--- src/rtl/dma_arb_pkg.sv ---
package dma_arb_pkg;
  localparam int CH_N = 2;

  typedef enum logic [1:0] {
    OWN_NONE = 2'd0,
    OWN_CH0  = 2'd1,
    OWN_CH1  = 2'd2,
    OWN_DS   = 2'd3
  } owner_e;

  // strobes from control to datapath
  typedef struct packed {
    logic cntClear;
    logic cntInc;
    logic rotToOther;
    logic rotFrom;
    logic rotReset;
  } dp_ctl_t;
endpackage

--- src/rtl/dma_arb_dp.sv ---
module dma_arb_dp
  import dma_arb_pkg::*;
#(
  parameter int LAT_W = 8
) (
  input  logic             clk,
  input  logic             rstN,
  input  dp_ctl_t          ctl,
  input  logic             latEn,
  input  logic [LAT_W-1:0] latLimit,
  output logic             latExpired,
  output logic             rrPtr
);
  logic [LAT_W-1:0] latCnt;

  // tenure length counter, restarted while the bus is idle
  always_ff @(posedge clk or negedge rstN) begin
    if (!rstN)             latCnt <= '0;
    else if (ctl.cntClear) latCnt <= '0;
    else if (ctl.cntInc)   latCnt <= latCnt + 1'b1;
  end

  // rotation pointer: channel favoured next under rotating priority
  always_ff @(posedge clk or negedge rstN) begin
    if (!rstN)               rrPtr <= 1'b0;
    else if (ctl.rotReset)   rrPtr <= 1'b0;
    else if (ctl.rotToOther) rrPtr <= ~ctl.rotFrom;
  end

  assign latExpired = latEn && (latCnt == latLimit);
endmodule

--- src/rtl/dma_arb_ctl.sv ---
module dma_arb_ctl
  import dma_arb_pkg::*;
(
  input  logic            clk,
  input  logic            rstN,
  input  logic            dsReq,
  input  logic            extBreq,
  input  logic [CH_N-1:0] chReq,
  input  logic [CH_N-1:0] chDemand,
  input  logic [CH_N-1:0] chEot,
  input  logic [CH_N-1:0] chStop,
  input  logic [CH_N-1:0] chDone,
  input  logic [1:0]      prioSel,
  input  logic            latExpired,
  input  logic            rrPtr,
  output dp_ctl_t         ctl,
  output logic [CH_N-1:0] dmaGnt,
  output logic            dsGnt,
  output logic            releaseStb
);
  owner_e owner, ownerNext;
  logic   relReg;
  logic   ownIdx, ownerIsDma, dmaEnd;
  logic   pickValid, pickIdx;

  assign ownerIsDma = (owner == OWN_CH0) || (owner == OWN_CH1);
  assign ownIdx     = (owner == OWN_CH1);

  assign dmaEnd = dsReq || extBreq || latExpired ||
                  chEot[ownIdx] || chStop[ownIdx] || chDone[ownIdx] ||
                  !chReq[ownIdx];

  // channel selection for an idle cycle
  always_comb begin
    pickValid = |chReq;
    pickIdx   = 1'b0;
    if (chReq == 2'b11) begin
      if (chDemand[0] != chDemand[1]) begin
        pickIdx = chDemand[0];
      end else begin
        unique case (prioSel)
          2'b01:   pickIdx = 1'b0;
          2'b10:   pickIdx = 1'b1;
          default: pickIdx = rrPtr;
        endcase
      end
    end else begin
      pickIdx = chReq[1] && !chReq[0];
    end
  end

  always_comb begin
    ownerNext = owner;
    unique case (owner)
      OWN_NONE: begin
        if (dsReq)                       ownerNext = OWN_DS;
        else if (!extBreq && pickValid)  ownerNext = pickIdx ? OWN_CH1 : OWN_CH0;
      end
      OWN_DS:  if (!dsReq) ownerNext = OWN_NONE;
      default: if (dmaEnd) ownerNext = OWN_NONE;
    endcase
  end

  always_comb begin
    ctl            = '0;
    ctl.cntClear   = (owner == OWN_NONE);
    ctl.cntInc     = ownerIsDma && !dmaEnd;
    ctl.rotToOther = ownerIsDma && dmaEnd;
    ctl.rotFrom    = ownIdx;
    ctl.rotReset   = (chReq == '0);
  end

  always_ff @(posedge clk or negedge rstN) begin
    if (!rstN) begin
      owner  <= OWN_NONE;
      relReg <= 1'b0;
    end else begin
      owner  <= ownerNext;
      relReg <= (owner != OWN_NONE) && (ownerNext == OWN_NONE);
    end
  end

  assign dmaGnt     = {owner == OWN_CH1, owner == OWN_CH0};
  assign dsGnt      = (owner == OWN_DS);
  assign releaseStb = relReg;
endmodule

--- src/rtl/dma_lbus_arbiter.sv ---
module dma_lbus_arbiter
  import dma_arb_pkg::*;
#(
  parameter int LAT_W = 8
) (
  input  logic             clk,
  input  logic             rstN,
  input  logic             dsReq,
  input  logic             extBreq,
  input  logic [1:0]       chReq,
  input  logic [1:0]       chDemand,
  input  logic [1:0]       chEot,
  input  logic [1:0]       chStop,
  input  logic [1:0]       chDone,
  input  logic [1:0]       prioSel,
  input  logic             latEn,
  input  logic [LAT_W-1:0] latLimit,
  output logic [1:0]       dmaGnt,
  output logic             dsGnt,
  output logic             releaseStb
);
  dp_ctl_t ctl;
  logic    latExpired, rrPtr;

  dma_arb_ctl u_ctl (
    .clk(clk), .rstN(rstN), .dsReq(dsReq), .extBreq(extBreq),
    .chReq(chReq), .chDemand(chDemand), .chEot(chEot), .chStop(chStop),
    .chDone(chDone), .prioSel(prioSel), .latExpired(latExpired),
    .rrPtr(rrPtr), .ctl(ctl), .dmaGnt(dmaGnt), .dsGnt(dsGnt),
    .releaseStb(releaseStb)
  );

  dma_arb_dp #(.LAT_W(LAT_W)) u_dp (
    .clk(clk), .rstN(rstN), .ctl(ctl), .latEn(latEn),
    .latLimit(latLimit), .latExpired(latExpired), .rrPtr(rrPtr)
  );
endmodule

--- config.mk ---
export PLATFORM = sky130hd
export DESIGN_NAME = dma_lbus_arbiter
export DESIGN_NICKNAME = d
export VERILOG_FILES = /design/src/rtl/dma_arb_pkg.sv /design/src/rtl/dma_arb_dp.sv /design/src/rtl/dma_arb_ctl.sv /design/src/rtl/dma_lbus_arbiter.sv
export SDC_FILE = /design/constraint.sdc
export NUM_CORES = 1
export LEC_CHECK = 0
export BUFFER_PORTS_ARGS = -buffer_cell sky130_fd_sc_hd__buf_2
export CAP_MARGIN = 20
export CORE_MARGIN = 2
export CORE_UTILIZATION = 24
export CTS_CLUSTER_SIZE = 40
export DETAILED_ROUTE_END_ITERATION = 7
export HOLD_SLACK_MARGIN = 0.02
export PLACE_DENSITY_LB_ADDON = 0.2
export RECOVER_POWER = 50
export SLEW_MARGIN = 20
export SYNTH_ARGS = -nofsm -noshare
export SYNTH_HDL_FRONTEND = slang
export SYNTH_SLANG_ARGS = --single-unit
--- constraint.sdc ---
create_clock -name clk -period 6.02 [get_ports clk]
set_input_delay 0.903 -clock clk [delete_from_list [all_inputs] [get_ports clk]]
set_output_delay 0.903 -clock clk [all_outputs]
set_load 0.02 [all_outputs]
Word-level counts from Yosys, hierarchy flattened
Index checks and enable logic that the tools add are counted.
{"block": "word_totals", "latch_bits": 0, "rom_bits": 0, "mem_count": 0, "elab_cells": 60, "regBits": 12, "output_inout_bits": 4, "in_bits": 25, "ram_bits": 0}
{"block": "op_classes", "shifts": 0, "magnitude_cmp": 1, "n_mux": 21, "div_mod_pow": 0, "multipliers": 0, "n_eq_ne": 8, "addsub": 1, "n_reduce_logical": 24, "bitwise": 1}
{"operator": "$mux W8", "n": 2}
{"operator": "$mux W1", "n": 12}
{"operator": "$mux W2", "n": 5}
{"operator": "$add A8 B1 Y8 const B", "n": 1}
{"operator": "$eq A2 B2 Y1 const B", "n": 4}
{"operator": "$eq A8 B8 Y1", "n": 1}
{"operator": "$logic_or A1 B1 Y1", "n": 7}
{"operator": "$logic_and A1 B1 Y1", "n": 6}
{"operator": "$logic_not A2 Y1", "n": 3}
{"operator": "$reduce_bool A2 Y1", "n": 3}
{"operator": "$eq A2 B1 Y1 const B", "n": 2}
{"operator": "$logic_not A1 Y1", "n": 4}
{"operator": "$pmux W2 S2", "n": 1}
{"operator": "$lt A1 B2 Y1 const B", "n": 1}
{"operator": "$pmux W1 S2", "n": 1}
{"operator": "$reduce_or A2 Y1", "n": 1}
{"operator": "$ne A1 B1 Y1", "n": 1}
{"operator": "$not A1 Y1", "n": 1}

Longest topological paths before layout
{"block": "logic_depth", "word_depth": 11, "depth_mapped": 7}

Modules after synthesis
A second synthesis with hierarchy kept.
{"block": "unflattened", "hier_cells": 95, "area_unflattened_um2": 890.9}
{"mod": "dma_arb_dp", "cells_each": 54, "area_per_inst_um2": 520.5, "n_inst": 1, "seq_area_each_um2": 225.2}
{"mod": "dma_arb_ctl", "cells_each": 41, "area_per_inst_um2": 370.4, "n_inst": 1, "seq_area_each_um2": 75.1}

Worst setup path before layout
OpenSTA, ideal clock, no wires.
{"block": "synth_timing", "path_kind": "input port to flip-flop", "start": "in chStop[0]", "end": "reg u_dp.latCnt[5]", "arrival_ns": 2.321, "stages": 5, "path_slack_ns": 3.572, "required_time_ns": 5.892, "path_cell_list": "or4b_1 -> o22ai_2 -> nand2_1 -> nor4_1 -> mux2_1"}
{"block": "synth_between", "elab_chain_len": 8}
{"item": "start: declaration", "line": "dma_lbus_arbiter.sv:13", "text": "input logic [1:0] chStop,"}
{"item": "$mux W1 (not written as such) (2 in series)", "line": "dma_arb_ctl.sv:30", "text": "chEot[ownIdx] || chStop[ownIdx] || chDone[ownIdx] ||"}
{"item": "$logic_or A1 B1 Y1 (3 in series)", "line": "dma_arb_ctl.sv:30"}
{"item": "$logic_not A1 Y1", "line": "dma_arb_ctl.sv:67", "text": "ctl.cntInc = ownerIsDma && !dmaEnd;"}
{"item": "$logic_and A1 B1 Y1", "line": "dma_arb_ctl.sv:67"}
{"item": "$reduce_bool A2 Y1 (no source line)"}
{"item": "end signal: assignment", "line": "dma_arb_dp.sv:20", "text": "else if (ctl.cntInc) latCnt <= latCnt + 1'b1;"}
{"item": "end: declaration", "line": "dma_arb_dp.sv:14", "text": "logic [LAT_W-1:0] latCnt;"}
No other way between the ends. The select of a mux whose other input is x is not followed.
A chain may end at the register's enable or synchronous reset.

Worst setup path in the final report
{"block": "layout_timing", "start": "in latLimit[7]", "end": "reg u_dp.latCnt[0]"}
{"block": "layout_between", "elab_chain_len": 10}
{"item": "start: declaration", "line": "dma_lbus_arbiter.sv:17", "text": "input logic [LAT_W-1:0] latLimit,"}
{"item": "$eq A8 B8 Y1", "line": "dma_arb_dp.sv:30", "text": "assign latExpired = latEn && (latCnt == latLimit);"}
{"item": "$logic_and A1 B1 Y1", "line": "dma_arb_dp.sv:30"}
{"item": "$logic_or A1 B1 Y1 (2 in series)", "line": "dma_arb_ctl.sv:29", "text": "assign dmaEnd = dsReq || extBreq || latExpired ||"}
{"item": "$logic_or A1 B1 Y1 (3 in series)", "line": "dma_arb_ctl.sv:30"}
{"item": "$logic_not A1 Y1", "line": "dma_arb_ctl.sv:67"}
{"item": "$logic_and A1 B1 Y1", "line": "dma_arb_ctl.sv:67"}
{"item": "$reduce_bool A2 Y1 (no source line)"}
No other way between the ends.

==> results by stage <==
GRT:
- Entering global routing, the biggest net connects 18 pins.
- The number of antenna violations at the first check in global routing is 0.
- Global routing finished with a remaining overflow of 0.
- The first global-routing pass estimated 3530 um of wire.
- The overall track demand over capacity in global routing is 0.104.
- The via count of the first global-routing pass is 785.

Power and ir drop:
- The analysis attributes to cell leakage a power of 0.495 nW.
- The total power divided by cell area is 277 nW/um^2.
- The power after layout is 0.313 mW.
- The peak ir drop on the vdd network is 0.000148 V.

Logic synthesis:
- The average instance area after synthesis is 9.08 um^2.
- After synthesis, the share of flip-flops with an asynchronous set or reset is 1.00.
- The top-area cell type share of the netlist area is 0.331.
- The most frequent cell after synthesis is sky130_fd_sc_hd__dfrtp_1.
- Counting distinct cell types in the post-synthesis netlist gives 35.
- Counting flops and latches in the post-synthesis netlist gives 12.
- Ranked by instance count, the synthesized netlist is headed by sky130_fd_sc_hd__dfrtp_1 (12), sky130_fd_sc_hd__nor2_1 (9), sky130_fd_sc_hd__xnor2_1 (8).
- Synthesis produced a netlist with a net count of 131.
- The share of the Yosys chip area taken by registers is 0.331.
- Counting flops with a built-in enable in the synthesized netlist gives 0.
- Ranked by total cell area, the synthesized netlist is headed by sky130_fd_sc_hd__dfrtp_1 (33%), sky130_fd_sc_hd__ha_1 (8.3%), sky130_fd_sc_hd__xnor2_1 (7.7%), sky130_fd_sc_hd__mux2_1 (5.0%), sky130_fd_sc_hd__nor2_1 (3.7%).
- The synthesized design spends more area on one cell type than any other, namely sky130_fd_sc_hd__dfrtp_1.
- The post-synthesis instance area is 908 um^2.
- The gate count of the mapped netlist is 100.
- The total number of yosys warnings is 0.
- The dominant synthesized flop cell is sky130_fd_sc_hd__dfrtp_1.

Timing:
- In this run the tightest slew margin relative to its limit is 0.308.
- The maximum clock skew at final layout is 0.00546 ns.
- Of the available clock period, the critical path in the final layout requires 0.439.
- The setup TNS is 0 ns.
- For this run, the top clock speed supported by timing is 378 MHz.
- After layout, the minimum clock period comes to 2.64 ns.
- The final number of setup-violating endpoints is 0.
- Setup repair after global routing left no endpoint under its margin.
- The worst hold slack is 0.609 ns.
- At the pin with the least slew margin, the transition time is 1.03 ns.
- The final hold violation count came to 0.
- The number of max-slew violations in the final report is 0.

Finish:
- The growth of design area from synthesis to finish is 24.5%.
- The final instance area is 1130 um^2.
- The number of antenna repair diodes is 0.
- The layout cell share with drive strength beyond 1 is 0.234.
- In the final design database the tool counted 161 nets.

Worst setup path:
- Counting both buffers and inverters, the worst setup path holds a total of 1.
- The path type of the worst setup path is input pin to flop.
- The worst reg2reg path startpoint is u_ctl.owner[0].
- In this run the worst setup path begins at latLimit[7].
- At the worst endpoint, the required time is 6.13 ns.
- The biggest fanout along the worst timing path is 12.
- The cell with the largest stage delay on the worst path is sky130_fd_sc_hd__nor3_1.
- The largest single stage delay on the critical path is 0.83 ns.
- STA classifies the critical path startpoint as an input pin.
- STA classifies the critical path endpoint as a flop.
- Grouping stages by cell kind, the critical path spends the most delay in simple AND/OR/NAND/NOR gates.
- The signal arrival time at the worst endpoint is 2.76 ns.
- Walking the worst path, the cells encountered are buf_2 > xnor2_1 > nand3_1 > nor3_1 > nor2_1 > mux2_1.

Clocking:
- The clock transition at the registers of the reported paths is 0.05 ns.
- Clock tree synthesis inserted a total of 3 buffers.
- In this run the number of H-tree levels came out at 1.
- The root cell of the clock tree is sky130_fd_sc_hd__clkbuf_8.
- The clock tree from TritonCTS is built.
- The number of buffers inserted by hold repair at cts is 0.
- The number of gates resized after CTS is 0.
- The clock latency on the worst-skew pair is 0.24 ns.
- The clock passes through at most 2 buffers.
- The clock sink total is 12.
- The post-CTS setup buffer count is 0.

Routing:
- The post-detailed-route count of antenna-violating nets is 0.
- In the routed layout, each cell is associated on average with a via count of 4.64.
- The pre-antenna-repair detailed-routing pass consisted of 4 iterations.
- For this run, design rule violations remaining after detail routing come to 0.
- The total length of routed wires is 2030 um.
- The routed layout has 816 vias.
- The DRC violation total after the first TritonRoute iteration is 23.
- In the final routed layout, each cell accounts on average for 11.5 um.

Place:
- Summed over all nets, the half-perimeter wirelength after detailed placement is 1620 um.
- The placed cell area is 1090 um^2.
- The congestion estimate from routability-driven global placement came to 0.710.
- Input and output buffers added on the ports amount to 28.

Die:
- The starting utilization of the core area is 0.248.
- The die is 65.5 um wide.
- The total die area is 4290 um^2.
- The vertical die dimension is 65.5 um.
- The site row count is 22.
- The number of placed I/O pins is 29.
- The placeable core region is 3660 um^2.

Hold path:
- The path type of the worst min-delay path is flop to flop.
- The startpoint identified for the worst hold timing path is u_ctl.owner[0].

Run:
- The count of max-cap constraint violations is 0.

Status:
- The flow ran to the end, and the final reports show no timing, DRC or antenna violations.
per-stage QoR:
step | cells | util | setup WS (ns)
final | 176 | 0.309 | 3.38
after global routing | 176 | 0.309 | 3.17
after CTS | 176 | 0.310 | 3.37
after detailed placement | 173 | 0.299 | 3.12
after global placement | 173 | 0.299 | 3.20
after floorplan | 100 | - | 3.57
sequential cells by signal, indices dropped and copies added, names as in the netlist:
name              flops
u_ctl.owner           2
u_dp.latCnt           8
u_ctl.releaseStb      1
u_dp.rrPtr            1
cells in the final DEF (no fill, tap or decap):
cell type | synthesis | final
sky130_fd_sc_hd__nor3_1 | 2 | 2
sky130_fd_sc_hd__and3_1 | 1 | 1
sky130_fd_sc_hd__o21ai_1 | 1 | 1
sky130_fd_sc_hd__nand2_1 | 6 | 6
sky130_fd_sc_hd__mux2_1 | 4 | 4
sky130_fd_sc_hd__ha_1 | 6 | 6
sky130_fd_sc_hd__or4_1 | 3 | 3
sky130_fd_sc_hd__nor2_1 | 9 | 9
sky130_fd_sc_hd__dfrtp_1 | 12 | 12
sky130_fd_sc_hd__or2_2 | 1 | 1
sky130_fd_sc_hd__xnor2_1 | 8 | 8
sky130_fd_sc_hd__a31oi_1 | 1 | 1
sky130_fd_sc_hd__a211o_1 | 1 | 1
sky130_fd_sc_hd__clkbuf_1 | 2 | 3
sky130_fd_sc_hd__nand4_1 | 3 | 3
sky130_fd_sc_hd__o32ai_1 | 1 | 1
sky130_fd_sc_hd__o21bai_1 | 1 | 1
sky130_fd_sc_hd__clkbuf_8 | 0 | 3
sky130_fd_sc_hd__or3_1 | 1 | 1
sky130_fd_sc_hd__o31ai_1 | 3 | 3
sky130_fd_sc_hd__nor4_1 | 2 | 2
sky130_fd_sc_hd__nand4bb_1 | 1 | 1
sky130_fd_sc_hd__or4b_1 | 1 | 1
sky130_fd_sc_hd__buf_2 | 0 | 25
sky130_fd_sc_hd__a22o_1 | 1 | 1
sky130_fd_sc_hd__o21ai_0 | 1 | 1
sky130_fd_sc_hd__nor2b_1 | 4 | 4
sky130_fd_sc_hd__maj3_1 | 1 | 1
sky130_fd_sc_hd__a311o_1 | 1 | 1
sky130_fd_sc_hd__nand3_1 | 3 | 3
sky130_fd_sc_hd__inv_1 | 5 | 5
sky130_fd_sc_hd__a221oi_1 | 1 | 1
sky130_fd_sc_hd__a21oi_1 | 5 | 5
sky130_fd_sc_hd__nand2b_1 | 4 | 4
sky130_fd_sc_hd__mux2i_1 | 2 | 2
sky130_fd_sc_hd__o22ai_2 | 1 | 1
metal layers:
| layer | vias to the layer above | global-route usage | routed length [um] |
|---|---|---|---|
| met5 | - | 0 | 0 |
| met1 | 373 | 0.140 | 1010 |
| met3 | 2 | 0.0171 | 78 |
| met4 | 0 | 0.0313 | 8 |
| met2 | 19 | 0.171 | 930 |
| li1 | 422 | - | - |
area by class of cell:
class,instances,area [um^2]
flip-flops and latches,12,300
inverters,5,18.8
fillers,376,2530
clock buffers,3,41.3
repair buffers,28,136
multi-input cells,80,574
well taps,48,60.1
power breakdown:
| group | switching [mW] | internal, mW | total, mW | leakage, nW |
|---|---|---|---|---|
| logic | 0.0788 | 0.0576 | 0.136 | 0.313 |
| clock network | 0.0271 | 0.0439 | 0.0710 | 0.0216 |
| registers | 0.0123 | 0.0935 | 0.106 | 0.161 |
worst paths after layout:
| path | to | slack, ns | depth (start not counted) |
|---|---|---|---|
| setup reg to reg | u_dp.latCnt[5] | 3.46 | 7 |
| max in group asynchronous | u_ctl.owner[0] | 4.89 | 1 |
| hold / removal | u_ctl.releaseStb | 0.61 | 1 |
| min in group asynchronous | u_dp.latCnt[7] | 0.69 | 1 |
| setup / recovery | u_dp.latCnt[0] | 3.38 | 6 |
| hold reg to reg | u_ctl.releaseStb | 0.61 | 1 |
logic make-up (layout without fill, tap and decap cells):
kind of cell / Yosys count / after routing / synth area share
and+or+nand+nor: 41 / 41 / 0.248
AOI/OAI and AO/OA: 18 / 18 / 0.142
DFF: 12 / 12 / 0.331
xor gates and xnor gates: 8 / 8 / 0.0771
buffers and inverters: 8 / 36 / 0.0372
adders and majority gates: 7 / 7 / 0.0937
muxes: 6 / 6 / 0.0716
Power figures use the tool's default switching activity.
